File: config.mk
export PLATFORM = sky130hd
export DESIGN_NAME = irq_autovector_resp
export DESIGN_NICKNAME = d
export VERILOG_FILES = /design/src/rtl/iav_pkg.sv /design/src/rtl/iav_regfile.sv /design/src/rtl/iav_decide.sv /design/src/rtl/iav_arbiter.sv /design/src/rtl/irq_autovector_resp.sv
export SDC_FILE = /design/constraint.sdc
export NUM_CORES = 1
export LEC_CHECK = 0
export ABC_AREA = 1
export BUFFER_PORTS_ARGS = -buffer_cell sky130_fd_sc_hd__buf_2
export CORE_ASPECT_RATIO = 0.7
export CORE_MARGIN = 5
export CORE_UTILIZATION = 36
export DETAILED_ROUTE_END_ITERATION = 8
export GPL_ROUTABILITY_DRIVEN = 0
export PLACE_DENSITY = 0.57
export SLEW_MARGIN = 20
export SYNTH_ARGS = -nofsm -noshare
export SYNTH_HDL_FRONTEND = slang
export SYNTH_SLANG_ARGS = --single-unit
File: constraint.sdc
create_clock -name clk -period 3.5 [get_ports clk]
set_input_delay 0.875 -clock clk [delete_from_list [all_inputs] [get_ports clk]]
set_output_delay 0.875 -clock clk [all_outputs]
set_load 0.02 [all_outputs]
File: src/rtl/iav_pkg.sv
package iav_pkg;
  localparam int DATA_W  = 8;
  localparam int ADDR_W  = 2;
  localparam int LEVELS  = 7;
  localparam int ID_W    = 4;
  localparam int PEER_ID = 8;
  localparam int LVL_W   = $clog2(LEVELS + 1);

  typedef enum logic [ADDR_W-1:0] {
    ADR_MASK = 2'd0,
    ADR_ARB  = 2'd1,
    ADR_STAT = 2'd2,
    ADR_NONE = 2'd3
  } reg_adr_e;
endpackage

File: src/rtl/iav_regfile.sv
module iav_regfile
  import iav_pkg::*;
#(
  parameter int P_DATA_W  = DATA_W,
  parameter int P_LEVELS  = LEVELS,
  parameter int P_ID_W    = ID_W,
  parameter int P_PEER_ID = PEER_ID
) (
  input  logic                clk,
  input  logic                rst_n,
  input  logic [ADDR_W-1:0]   reg_addr,
  input  logic                reg_wr,
  input  logic [P_DATA_W-1:0] reg_wdata,
  output logic [P_DATA_W-1:0] reg_rdata,
  output logic [P_LEVELS:1]   mask_o,
  output logic [P_ID_W-1:0]   id_o,
  output logic                err_o
);
  localparam logic [P_ID_W-1:0] PEER = P_ID_W'(P_PEER_ID);

  logic [P_LEVELS:1] mask_q, mask_d;
  logic [P_ID_W-1:0] id_q, id_d;
  logic              err_q, err_d;
  logic              mask_en, id_en, err_en;
  logic              wr_mask, wr_arb, wr_stat;
  reg_adr_e          adr;
  logic              unused_wdata;

  assign adr     = reg_adr_e'(reg_addr);
  assign wr_mask = reg_wr && (adr == ADR_MASK);
  assign wr_arb  = reg_wr && (adr == ADR_ARB);
  assign wr_stat = reg_wr && (adr == ADR_STAT);
  assign unused_wdata = ^reg_wdata;

  // next-state logic
  always_comb begin
    mask_en = wr_mask;
    mask_d  = reg_wdata[P_LEVELS:1];
    id_en   = wr_arb;
    id_d    = reg_wdata[P_ID_W-1:0];
    err_en  = 1'b0;
    err_d   = err_q;
    if (wr_arb && (reg_wdata[P_ID_W-1:0] == PEER)) begin
      err_en = 1'b1;
      err_d  = 1'b1;
    end else if (wr_stat && reg_wdata[0]) begin
      err_en = 1'b1;
      err_d  = 1'b0;
    end
  end

  // registers with explicit enables
  always_ff @(posedge clk or negedge rst_n) begin
    if (!rst_n) begin
      mask_q <= '0;
    end else if (mask_en) begin
      mask_q <= mask_d;
    end
  end

  always_ff @(posedge clk or negedge rst_n) begin
    if (!rst_n) begin
      id_q <= '0;
    end else if (id_en) begin
      id_q <= id_d;
    end
  end

  always_ff @(posedge clk or negedge rst_n) begin
    if (!rst_n) begin
      err_q <= 1'b0;
    end else if (err_en) begin
      err_q <= err_d;
    end
  end

  // read multiplexer
  always_comb begin
    reg_rdata = '0;
    case (adr)
      ADR_MASK: reg_rdata[P_LEVELS:1]  = mask_q;
      ADR_ARB:  reg_rdata[P_ID_W-1:0]  = id_q;
      ADR_STAT: reg_rdata[0]           = err_q;
      default:  reg_rdata = '0;
    endcase
  end

  assign mask_o = mask_q;
  assign id_o   = id_q;
  assign err_o  = err_q;

  AST_ERR_STICKY: assert property (@(posedge clk) disable iff (!rst_n)
    (err_q && !(wr_stat && reg_wdata[0])) |=> err_q);
  AST_ID_WRITE: assert property (@(posedge clk) disable iff (!rst_n)
    wr_arb |=> (id_q == $past(reg_wdata[P_ID_W-1:0])));
  AST_ERR_ON_PEER: assert property (@(posedge clk) disable iff (!rst_n)
    (wr_arb && (reg_wdata[P_ID_W-1:0] == PEER)) |=> err_q);
endmodule

File: src/rtl/iav_decide.sv
module iav_decide
  import iav_pkg::*;
#(
  parameter int P_LEVELS = LEVELS,
  parameter int P_ID_W   = ID_W,
  parameter int P_LVL_W  = $clog2(P_LEVELS + 1)
) (
  input  logic               clk,
  input  logic               rst_n,
  input  logic               ack_stb,
  input  logic [P_LVL_W-1:0] ack_lvl,
  input  logic [P_LEVELS:1]  mask,
  input  logic [P_ID_W-1:0]  id,
  output logic               av_o
);
  logic [P_LEVELS:0] mask_full;
  logic              lvl_ok;
  logic              av_d, av_q;

  assign mask_full = {mask, 1'b0};

  always_comb begin
    lvl_ok = (ack_lvl != '0) && (int'(ack_lvl) <= P_LEVELS);
    av_d   = ack_stb && lvl_ok && mask_full[ack_lvl] && (id != '0);
  end

  always_ff @(posedge clk or negedge rst_n) begin
    if (!rst_n) begin
      av_q <= 1'b0;
    end else begin
      av_q <= av_d;
    end
  end

  assign av_o = av_q;

  AST_ID0_NO_AV: assert property (@(posedge clk) disable iff (!rst_n)
    av_q |-> ($past(id) != '0));
  AST_AV_NEEDS_MASK: assert property (@(posedge clk) disable iff (!rst_n)
    av_q |-> $past(mask_full[ack_lvl]));
endmodule

File: src/rtl/iav_arbiter.sv
module iav_arbiter
  import iav_pkg::*;
#(
  parameter int P_ID_W    = ID_W,
  parameter int P_PEER_ID = PEER_ID,
  parameter int P_LVL_W   = LVL_W
) (
  input  logic               clk,
  input  logic               rst_n,
  input  logic               ack_stb,
  input  logic [P_LVL_W-1:0] ack_lvl,
  input  logic [P_ID_W-1:0]  id,
  output logic               won_o
);
  localparam logic [P_ID_W-1:0] PEER = P_ID_W'(P_PEER_ID);

  logic won_d, won_q;

  always_comb begin
    won_d = ack_stb && (ack_lvl != '0) && (id > PEER);
  end

  always_ff @(posedge clk or negedge rst_n) begin
    if (!rst_n) begin
      won_q <= 1'b0;
    end else begin
      won_q <= won_d;
    end
  end

  assign won_o = won_q;

  AST_WON_ABOVE_PEER: assert property (@(posedge clk) disable iff (!rst_n)
    won_q |-> ($past(id) > PEER));
endmodule

File: src/rtl/irq_autovector_resp.sv
module irq_autovector_resp
  import iav_pkg::*;
(
  input  logic              clk,
  input  logic              rst_n,
  input  logic [ADDR_W-1:0] reg_addr,
  input  logic              reg_wr,
  input  logic [DATA_W-1:0] reg_wdata,
  output logic [DATA_W-1:0] reg_rdata,
  input  logic              iack_stb,
  input  logic [LVL_W-1:0]  iack_lvl,
  output logic              av_pulse,
  output logic              arb_won
);
  logic [1:0]      rst_sync;
  logic            rst_core_n;
  logic [LEVELS:1] mask;
  logic [ID_W-1:0] id;
  logic            cfg_err;
  logic            unused_err;

  // asynchronous assertion, synchronous release
  always_ff @(posedge clk or negedge rst_n) begin
    if (!rst_n) begin
      rst_sync <= 2'b00;
    end else begin
      rst_sync <= {rst_sync[0], 1'b1};
    end
  end
  assign rst_core_n = rst_sync[1];

  iav_regfile #(
    .P_DATA_W(DATA_W), .P_LEVELS(LEVELS), .P_ID_W(ID_W), .P_PEER_ID(PEER_ID)
  ) u_regs (
    .clk(clk), .rst_n(rst_core_n), .reg_addr(reg_addr), .reg_wr(reg_wr),
    .reg_wdata(reg_wdata), .reg_rdata(reg_rdata),
    .mask_o(mask), .id_o(id), .err_o(cfg_err)
  );

  iav_decide #(
    .P_LEVELS(LEVELS), .P_ID_W(ID_W), .P_LVL_W(LVL_W)
  ) u_decide (
    .clk(clk), .rst_n(rst_core_n), .ack_stb(iack_stb), .ack_lvl(iack_lvl),
    .mask(mask), .id(id), .av_o(av_pulse)
  );

  iav_arbiter #(
    .P_ID_W(ID_W), .P_PEER_ID(PEER_ID), .P_LVL_W(LVL_W)
  ) u_arb (
    .clk(clk), .rst_n(rst_core_n), .ack_stb(iack_stb), .ack_lvl(iack_lvl),
    .id(id), .won_o(arb_won)
  );

  assign unused_err = cfg_err;

  AST_AV_AFTER_ACK: assert property (@(posedge clk) disable iff (!rst_core_n)
    av_pulse |-> $past(iack_stb));
  AST_LVL0_QUIET: assert property (@(posedge clk) disable iff (!rst_core_n)
    (av_pulse || arb_won) |-> ($past(iack_lvl) != '0));
  AST_BIT0_ZERO: assert property (@(posedge clk) disable iff (!rst_core_n)
    (reg_addr == 2'd0) |-> (reg_rdata[0] == 1'b0));
endmodule

==> results of run 1 <==
==> sequential cells by signal, summed over array words and instances, names as in the netlist <==
name / cells
u_decide.av_o: 1
u_regs.mask_o: 7
u_arb.won_o: 1
rst_sync: 2
u_regs.err_o: 1
u_regs.id_o: 4
==> worst max-delay path, cell delays in order <==
cell	delay [ns]
buf_2	0.12
inv_1	0.08
ha_1	0.36
o21ai_0	0.17
o21ai_0	0.15
buf_2	0.18
==> layout make-up <==
cell class / count / area [um2] / share of cell area [%]
Clock buffer: 4 / 36.28 / 3.440
Inverter: 19 / 71.32 / 6.762
Multi-Input combinational cell: 66 / 376.6 / 35.71
Sequential cell: 16 / 400.4 / 37.96
Tap cell: 32 / 40.04 / 3.796
Timing Repair Buffer: 26 / 130.1 / 12.34
==> cell usage after synthesis (all sizes together) <==
cell type / n
a21oi: 1
mux2: 5
o22ai: 1
nand3: 3
inv: 19
ha: 4
nand2: 27
o21ai: 11
conb: 1
a21boi: 1
dfrtp: 16
nand4: 1
nor2: 11
buf: 1
==> power breakdown <==
part,internal (uW),total (uW),switching (uW),leakage (uW)
clock,63.4,125,61.2,0.0000210
combinational,45.9,100,54.2,0.000413
sequential,211,232,21.1,0.000196
==> layer usage <==
metal  wire, um  GRT usage [%]
met1        928          17.37
met2        761          14.88
met3        126          5.804
met4          0          1.980
met5          0              0
==> through the flow <==
step	hold WS [ns]	total power (uW)	instances	setup WS [ns]	instance area (um2)
3_3_place_gp	0.2480	335.9	159	0.7499	1018
5_1_grt	0.3089	486.6	163	0.5299	1055
4_1_cts	0.2557	464.2	163	0.6797	1055
3_5_place_dp	0.2543	337.1	159	0.6795	1018
6_report	0.2413	456.9	163	0.6896	1055
2_1_floorplan	0.1735	300.5	102	0.8080	855.8
==> path summary, 6_finish.rpt <==
kind | start | end | cells past startpoint
min in group clk | rst_sync[0] | rst_sync[1] | 0
max in group asynchronous | rst_sync[1] | u_decide.av_o | 0
max | reg_addr[0] | reg_rdata[1] | 6
min | rst_sync[1] | u_regs.mask_o[2] | 0
max reg2reg | u_regs.id_o[2] | u_decide.av_o | 6
min reg2reg | rst_sync[1] | u_regs.mask_o[2] | 0
==> kinds of logic after synthesis <==
family	after synthesis
compound gates	14
buf+inv	20
simple gates	42
fa+ha+maj	4
flops	16
mux	5
other cells	1
==> results.yml, run 1 <==
setup_path:
  crit_required_ns: 2.62
  arrival_ns: 1.94
  setup.worst_path.end_class: "primary output"
  r2r_setup_slack_ns: 2.62
  worst-setup-path-type: "input port to primary output"
  critical_path.max_fanout: 8
  crit_start_category: "input port"
detailed_routing:
  dr.first_iter.drc_count: 15
  vias_per_inst: 4.331
  remaining_drc_errors: 0
  wirelength_um: 1816
  routed-via-count: 706
  drt-wirelength-per-cell_um: 11.14
  pre_repair_dr_iteration_count: 4
  drtAntennaViolNets: 0
sta:
  timing.max_slew.rel_slack_pct: 61.56
  finalSetupViolCount: 0
  timing_hold_violations_final: 0
  worst_clock_skew_ns: 0.0005717
  grt_setup_unrepaired: "no"
  min_period_over_period_pct: 80.30
  final_period_minus_worst_setup_slack_ns: 2.810
  final-max-slew-violation-count: 0
  worst-slew-pin-transition_ns: 0.5767
  fmaxAchievable_mhz: 355.8
  setup_tns_ns: 0
synthesis:
  synth_xor_area_share_pct: 0
  synthesis.nets: 123
  synth_cell_types: 16
  postSynthCellCount: 102
  synth.avg_cell_area_um2: 8.390
  synth_top_family_by_area: "simple AND/OR/NAND/NOR gates"
  yosys-top-cells-area: "dfrtp_1, nand2_1, mux2_4, inv_1, o21ai_0"
  post-synth-top-area-cell: "dfrtp_1"
  synth_area_um2: 855.8
  synthSimpleGateAreaFrac_pct: 20.32
  ys.warnings.count: 0
  synth_sequential_area_ratio_pct: 46.78
  ff_latch_count_synth: 16
  synth_compound_gate_area_share_pct: 8.626
  yosys.area_share.adder_pct: 5.848
  yosys-mux-area-fraction_pct: 8.772
  synth_top_cell_area_share_pct: 46.78
floorplanning:
  die-height_um: 50.80
  die_width_um: 68.28
  initial_core_utilization_pct: 38.78
  core-area_mm2: 0.002207
  dieArea_mm2: 0.003468
  io_pins: 27
  number_of_rows_created_at_floorplan: 14
clock_tree:
  clock_tree_from_tritoncts: "built"
  clock_path_buffers: 2
  clk_root_buffer_cell: "clkbuf_4"
  clock-sinks: 16
  cts_post_setup_buffers_inserted: 0
  worstSkewPairLatency_ns: 0.29
  total_clock_buffers_created_by_cts: 3
  post_cts_sizing: 0
  cts.htree.levels: 1
  ctsHoldBuffers: 0
  clock_input_transition_at_the_sequential_cells_of_the_worst_setup_and_hold_paths_ns: 0.10
place:
  detailedPlacementHpwl_um: 1454
  placement.io_buffers: 26
cells_and_area:
  layout_common_cells: "buf_2, nand2_1, inv_1"
  layout.nets: 153
  filler_cell_count: 248
  layout-area-overhead-vs-synth_pct: 23.25
  diodes_inserted: 0
  final_core_util_pct: 47.79
  drive_gt1_share_pct: 28.24
  layout.cells.most_common: "buf_2"
grt:
  grt_pass1_wl_um: 2973
  gr-total-overflow: 0
  global_route.usage.total_pct: 11.62
  grt_start_max_net_pins: 15
  first_global_vias: 662
  initial_antenna_violation_count: 0
pwr:
  worst_vdd_rail_ir_drop_uv: 178.6
  pwr_density_cell_mw_per_mm2: 433.2
  cellLeakagePower_uw: 0.0006300
flow_run:
  maxCapViolations: 0
hold_path:
  timing.hold.worst.class: "flip-flop to async pin"
outcome:
  outcome: "completed"
(Power assumes the default switching activity.)
==> run 2: changes to the inputs <==
--- a/config.mk
+++ b/config.mk
@@ -12,7 +12,7 @@
 export CORE_UTILIZATION = 36
 export DETAILED_ROUTE_END_ITERATION = 8
 export GPL_ROUTABILITY_DRIVEN = 0
-export PLACE_DENSITY = 0.57
+export PLACE_DENSITY = 0.59
 export SLEW_MARGIN = 20
 export SYNTH_ARGS = -nofsm -noshare
 export SYNTH_HDL_FRONTEND = slang
==> constraint.sdc (replaced) <==
create_clock -name clk -period 2.5 [get_ports clk]
set_input_delay 0.625 -clock clk [delete_from_list [all_inputs] [get_ports clk]]
set_output_delay 0.625 -clock clk [all_outputs]
set_load 0.02 [all_outputs]
==> run 2 against run 1 <==
Cell area rose by 0.71%. Clock skew rose by 0.0068 ns. Register-to-register slack got worse by 1.0 ns. Routed wire length rose by 5.8%. Global-route usage rose by 0.81 points. Cell count rose by 0.61%. Flip-flop and latch count did not move. Sequential power rose by 41%. Clock power rose by 40%. Worst setup slack got worse by 0.37 ns. Via count rose by 1.3%. Count of clock-buffer cells in the layout did not move.
==> results.yml, run 2 (synthesis results as in run 1) <==
outcome:
  outcome: "completed"
sta:
  timing_hold_violations_final: 0
  worst_clock_skew_ns: 0.007335
  grt_setup_unrepaired: "no"
  timing.max_slew.rel_slack_pct: 62.64
  final_period_minus_worst_setup_slack_ns: 2.176
  final-max-slew-violation-count: 0
  setup_tns_ns: 0
  finalSetupViolCount: 0
  worst-slew-pin-transition_ns: 0.5605
  fmaxAchievable_mhz: 459.5
  min_period_over_period_pct: 87.06
cells_and_area:
  seq_area_um2: 400.4
  largest_register_ffs: 7
  diodes_inserted: 0
  drive_gt1_share_pct: 28.79
  filler_cell_count: 232
  layout_common_cells: "buf_2, nand2_1, inv_1"
  multi_input_area_um2: 376.6
  layout.cells.most_common: "buf_2"
  layout.nets: 154
  layout-area-overhead-vs-synth_pct: 24.12
clock_tree:
  clk_root_buffer_cell: "clkbuf_4"
  ctsHoldBuffers: 0
  clock_tree_from_tritoncts: "built"
  cts.htree.levels: 1
  worstSkewPairLatency_ns: 0.29
  post_cts_sizing: 0
  clock_path_buffers: 2
  total_clock_buffers_created_by_cts: 3
  clock_input_transition_at_the_sequential_cells_of_the_worst_setup_and_hold_paths_ns: 0.09
  cts_post_setup_buffers_inserted: 0
  clock-sinks: 16
hold_path:
  timing.hold.worst.class: "input port to async pin"
grt:
  first_global_vias: 689
  global_route.usage.total_pct: 12.43
  initial_antenna_violation_count: 0
  gr-total-overflow: 0
  grt_start_max_net_pins: 15
  grt_pass1_wl_um: 3174
detailed_routing:
  vias_per_inst: 4.360
  dr.first_iter.drc_count: 25
  wirelength_um: 1922
  drt-wirelength-per-cell_um: 11.72
  pre_repair_dr_iteration_count: 4
  remaining_drc_errors: 0
  drtAntennaViolNets: 0
  routed-via-count: 715
setup_path:
  critical_path.max_fanout: 4
  worstRegToRegCells: 6
  crit_required_ns: 1.88
  setup.worst_path.end_class: "primary output"
  crit_start_category: "input port"
  r2r_setup_slack_ns: 1.62
  arrival_ns: 1.55
  crit-reg2reg-launch: "u_regs.id_o[2]"
  r2r_end: "u_decide.av_o"
  worst-setup-path-type: "input port to primary output"
place:
  placement.io_buffers: 26
  detailedPlacementHpwl_um: 1530
pwr:
  cellLeakagePower_uw: 0.0006351
  fin_total_pwr_uw: 643.4
  worst_vdd_rail_ir_drop_uv: 333.7
  pwr_density_cell_mw_per_mm2: 605.7
floorplanning:
  io_pins: 27
  dieArea_mm2: 0.003468
  die-height_um: 50.80
  core-area_mm2: 0.002207
  initial_core_utilization_pct: 38.78
  die_width_um: 68.28
  number_of_rows_created_at_floorplan: 14
flow_run:
  maxCapViolations: 0
==> run 2: cell count changes in the layout (fill, tap and decap cells not counted) <==
cell | before | now
buf_4 | 0 | 1
==> run 2: how the worst max path moves through the flow <==
stage                      from  slack (ns)      endpoint  cells after the start
floorplan           reg_addr[1]        0.31  reg_rdata[1]                      5
global placement    reg_addr[0]        0.42  reg_rdata[1]                      6
detailed placement  reg_addr[0]        0.35  reg_rdata[1]                      6
CTS                 reg_addr[0]        0.35  reg_rdata[1]                      6
global route        reg_addr[0]        0.23  reg_rdata[1]                      6
finish              reg_addr[0]        0.32  reg_rdata[2]                      6
==> run 2: metal layers <==
layer | global-route usage, % | vias up | part of all wire (%)
met5 | 0 | - | 0
met3 | 5.580 | 2 | 7.0
met1 | 16.76 | 322 | 50
met4 | 2.970 | 0 | 0.62
li1 | - | 373 | -
met2 | 18.08 | 18 | 42
==> run 2: final cells by class <==
type                       count  area share [%]
inverter                      19           6.714
multi-input combinational     66           35.45
clock buffer                   4           3.416
sequential                    16           37.69
tap                           32           3.769
timing repair buffer          27           12.96
==> run 2: where the power goes <==
| group | internal, uW | total, uW | switching, uW | leakage (uW) |
|---|---|---|---|---|
| Combinational | 65.1 | 142 | 77.0 | 0.000418 |
| Clock | 88.7 | 175 | 86.3 | 0.0000210 |
| Sequential | 296 | 326 | 30.5 | 0.000196 |
| Total | 449 | 643 | 194 | 0.000635 |
==> run 2: worst max-delay path, cell delays in order <==
cell     delay [ns]
buf_2          0.10
inv_1          0.06
ha_1           0.23
o21ai_0        0.27
o22ai_1        0.10
buf_2          0.17
==> run 2: through the flow <==
stage	hold WS, ns	cells	setup WS [ns]	util (%)	area (um2)
floorplan	0.1735	102	0.3080	-	855.8
global placement	0.2506	160	0.4206	46.49	1026
detailed placement	0.2533	160	0.3451	46.49	1026
CTS	0.09249	164	0.3457	48.13	1062
global route	0.07757	164	0.2284	48.13	1062
finish	0.1004	164	0.3236	48.13	1062
==> run 3: changes to the inputs <==
--- a/config.mk
+++ b/config.mk
@@ -6,13 +6,13 @@
 export NUM_CORES = 1
 export LEC_CHECK = 0
 export ABC_AREA = 1
-export BUFFER_PORTS_ARGS = -buffer_cell sky130_fd_sc_hd__buf_2
 export CORE_ASPECT_RATIO = 0.7
 export CORE_MARGIN = 5
 export CORE_UTILIZATION = 36
 export DETAILED_ROUTE_END_ITERATION = 8
+export DONT_BUFFER_PORTS = 1
 export GPL_ROUTABILITY_DRIVEN = 0
-export PLACE_DENSITY = 0.59
+export PLACE_DENSITY = 0.49
 export SLEW_MARGIN = 20
 export SYNTH_ARGS = -nofsm -noshare
 export SYNTH_HDL_FRONTEND = slang
==> run 3 against run 2 <==
First-iteration DRC count fell by 20%. Flip-flop and latch count did not move. Routed wire length fell by 3.3%. Via count fell by 8.3%. Count of clock-buffer cells in the layout did not move. Register-to-register slack barely moved. Clock skew fell by 0.0046 ns. Cell count fell by 13%. Largest cell class unchanged. Highest routed layer unchanged.
==> results.yml, run 3 (synthesis results as in run 1) <==
detailed_routing:
  pre_repair_dr_iteration_count: 4
  remaining_drc_errors: 0
  drt-wirelength-per-cell_um: 12.99
  vias_per_inst: 4.587
  dr.first_iter.drc_count: 20
  drtAntennaViolNets: 0
  routed-via-count: 656
  wirelength_um: 1858
grt:
  first_global_vias: 676
  grt_pass1_wl_um: 3187
  gr-total-overflow: 0
  global_route.usage.total_pct: 12.60
  initial_antenna_violation_count: 0
  grt_start_max_net_pins: 15
pwr:
  cellLeakagePower_uw: 0.0005457
  worst_vdd_rail_ir_drop_uv: 264.2
  pwr_density_cell_mw_per_mm2: 641.1
cells_and_area:
  final_cell_area_um2: 972.2
  layout.cells.most_common: "nand2_1"
  layout-area-overhead-vs-synth_pct: 13.60
  multi_input_area_um2: 376.6
  filler_cell_count: 246
  layout_common_cells: "nand2_1, inv_1, dfrtp_1"
  layout.nets: 133
  largest_register_ffs: 7
  diodes_inserted: 0
  drive_gt1_share_pct: 14.41
  seq_area_um2: 400.4
place:
  detailed_place.area_um2: 925.9
  placement.io_buffers: 0
  detailedPlacementHpwl_um: 1458
  preCtsSetupSlack_ns: 0.3368
setup_path:
  crit_start_category: "input port"
  arrival_ns: 1.55
  worstRegToRegCells: 6
  critical_path.max_fanout: 4
  crit_required_ns: 1.88
  setup.worst_path.end_class: "primary output"
  crit-reg2reg-launch: "u_regs.id_o[0]"
  r2r_end: "u_decide.av_o"
  worst-setup-path-type: "input port to primary output"
  r2r_setup_slack_ns: 1.62
sta:
  worst_clock_skew_ns: 0.002724
  setup_tns_ns: 0
  worst-slew-pin-transition_ns: 0.5848
  fmaxAchievable_mhz: 460.5
  finalWorstSetupSlack_ns: 0.3283
  final-max-slew-violation-count: 0
  grt_setup_unrepaired: "no"
  timing_hold_violations_final: 0
  finalSetupViolCount: 0
  final_period_minus_worst_setup_slack_ns: 2.172
  timing.max_slew.rel_slack_pct: 61.02
  min_period_over_period_pct: 86.87
outcome:
  outcome: "completed"
floorplanning:
  number_of_rows_created_at_floorplan: 14
  die-height_um: 50.80
  io_pins: 27
  die_width_um: 68.28
  core-area_mm2: 0.002207
  dieArea_mm2: 0.003468
  initial_core_utilization_pct: 38.78
clock_tree:
  clock_input_transition_at_the_sequential_cells_of_the_worst_setup_and_hold_paths_ns: 0.10
  clk_root_buffer_cell: "clkbuf_4"
  cts.htree.levels: 1
  clock-sinks: 16
  total_clock_buffers_created_by_cts: 3
  clock_path_buffers: 2
  clock_tree_from_tritoncts: "built"
  worstSkewPairLatency_ns: 0.29
flow_run:
  maxCapViolations: 0
hold_path:
  timing.hold.worst.class: "flip-flop to async pin"
run 3: cell count changes in the layout (fill, tap and decap cells not counted), sizes merged:
cell	change
buf	-22
dlygate4sd3	+1
run 3: cell type report:
cell class	count	share of cell area [%]
Clock buffer	4	3.732
Inverter	19	7.336
Multi-Input combinational cell	66	38.74
Sequential cell	16	41.18
Tap cell	32	4.118
Timing Repair Buffer	6	4.891
run 3: layer usage:
layer	part of all wire [%]	global-route usage, %	vias up
met5	0	0	-
met4	2.4	4.290	0
met3	10	6.696	4
met2	41	17.44	29
met1	46	16.60	293
li1	-	-	330
run 3: per-stage QoR:
stage               utilization [%]  cells  total power [uW]  hold WS, ns
CTS                           43.59    142             630.1      0.01012
global route                  44.05    143             669.4       0.3034
floorplan                         -    102             420.7       0.1735
finish                        44.05    143             623.3       0.2443
global placement              41.95    138             453.1       0.2584
detailed placement            41.95    138             454.2       0.2589
run 3: worst max path at each step:
| stage | start | end | slack (ns) | cells past startpoint |
|---|---|---|---|---|
| 2_1_floorplan | reg_addr[1] | reg_rdata[1] | 0.31 | 5 |
| 3_3_place_gp | reg_addr[1] | reg_rdata[1] | 0.50 | 5 |
| 3_5_place_dp | reg_addr[1] | reg_rdata[1] | 0.34 | 5 |
| 4_1_cts | reg_addr[1] | reg_rdata[1] | 0.34 | 5 |
| 5_1_grt | reg_addr[1] | reg_rdata[1] | 0.19 | 5 |
| 6_report | reg_addr[1] | reg_rdata[1] | 0.33 | 5 |
run 3: timing repair:
item                                   in CTS  in global routing
endpoints found under the hold margin       0                  2
hold buffers                                0                  1
resized for setup                           0                  0
setup buffers                               0                  0
run 3: power by group:
| part | switching (uW) | internal (uW) |
|---|---|---|
| Sequential | 35.1 | 296 |
| Clock | 84.7 | 88.8 |
| Combinational | 63.2 | 55.7 |
run 3: critical path, cell delays in order:
cell and delay [ns]:
inv_1 0.09, ha_1 0.27, o21ai_0 0.16, o21ai_0 0.22
buf_4 0.18
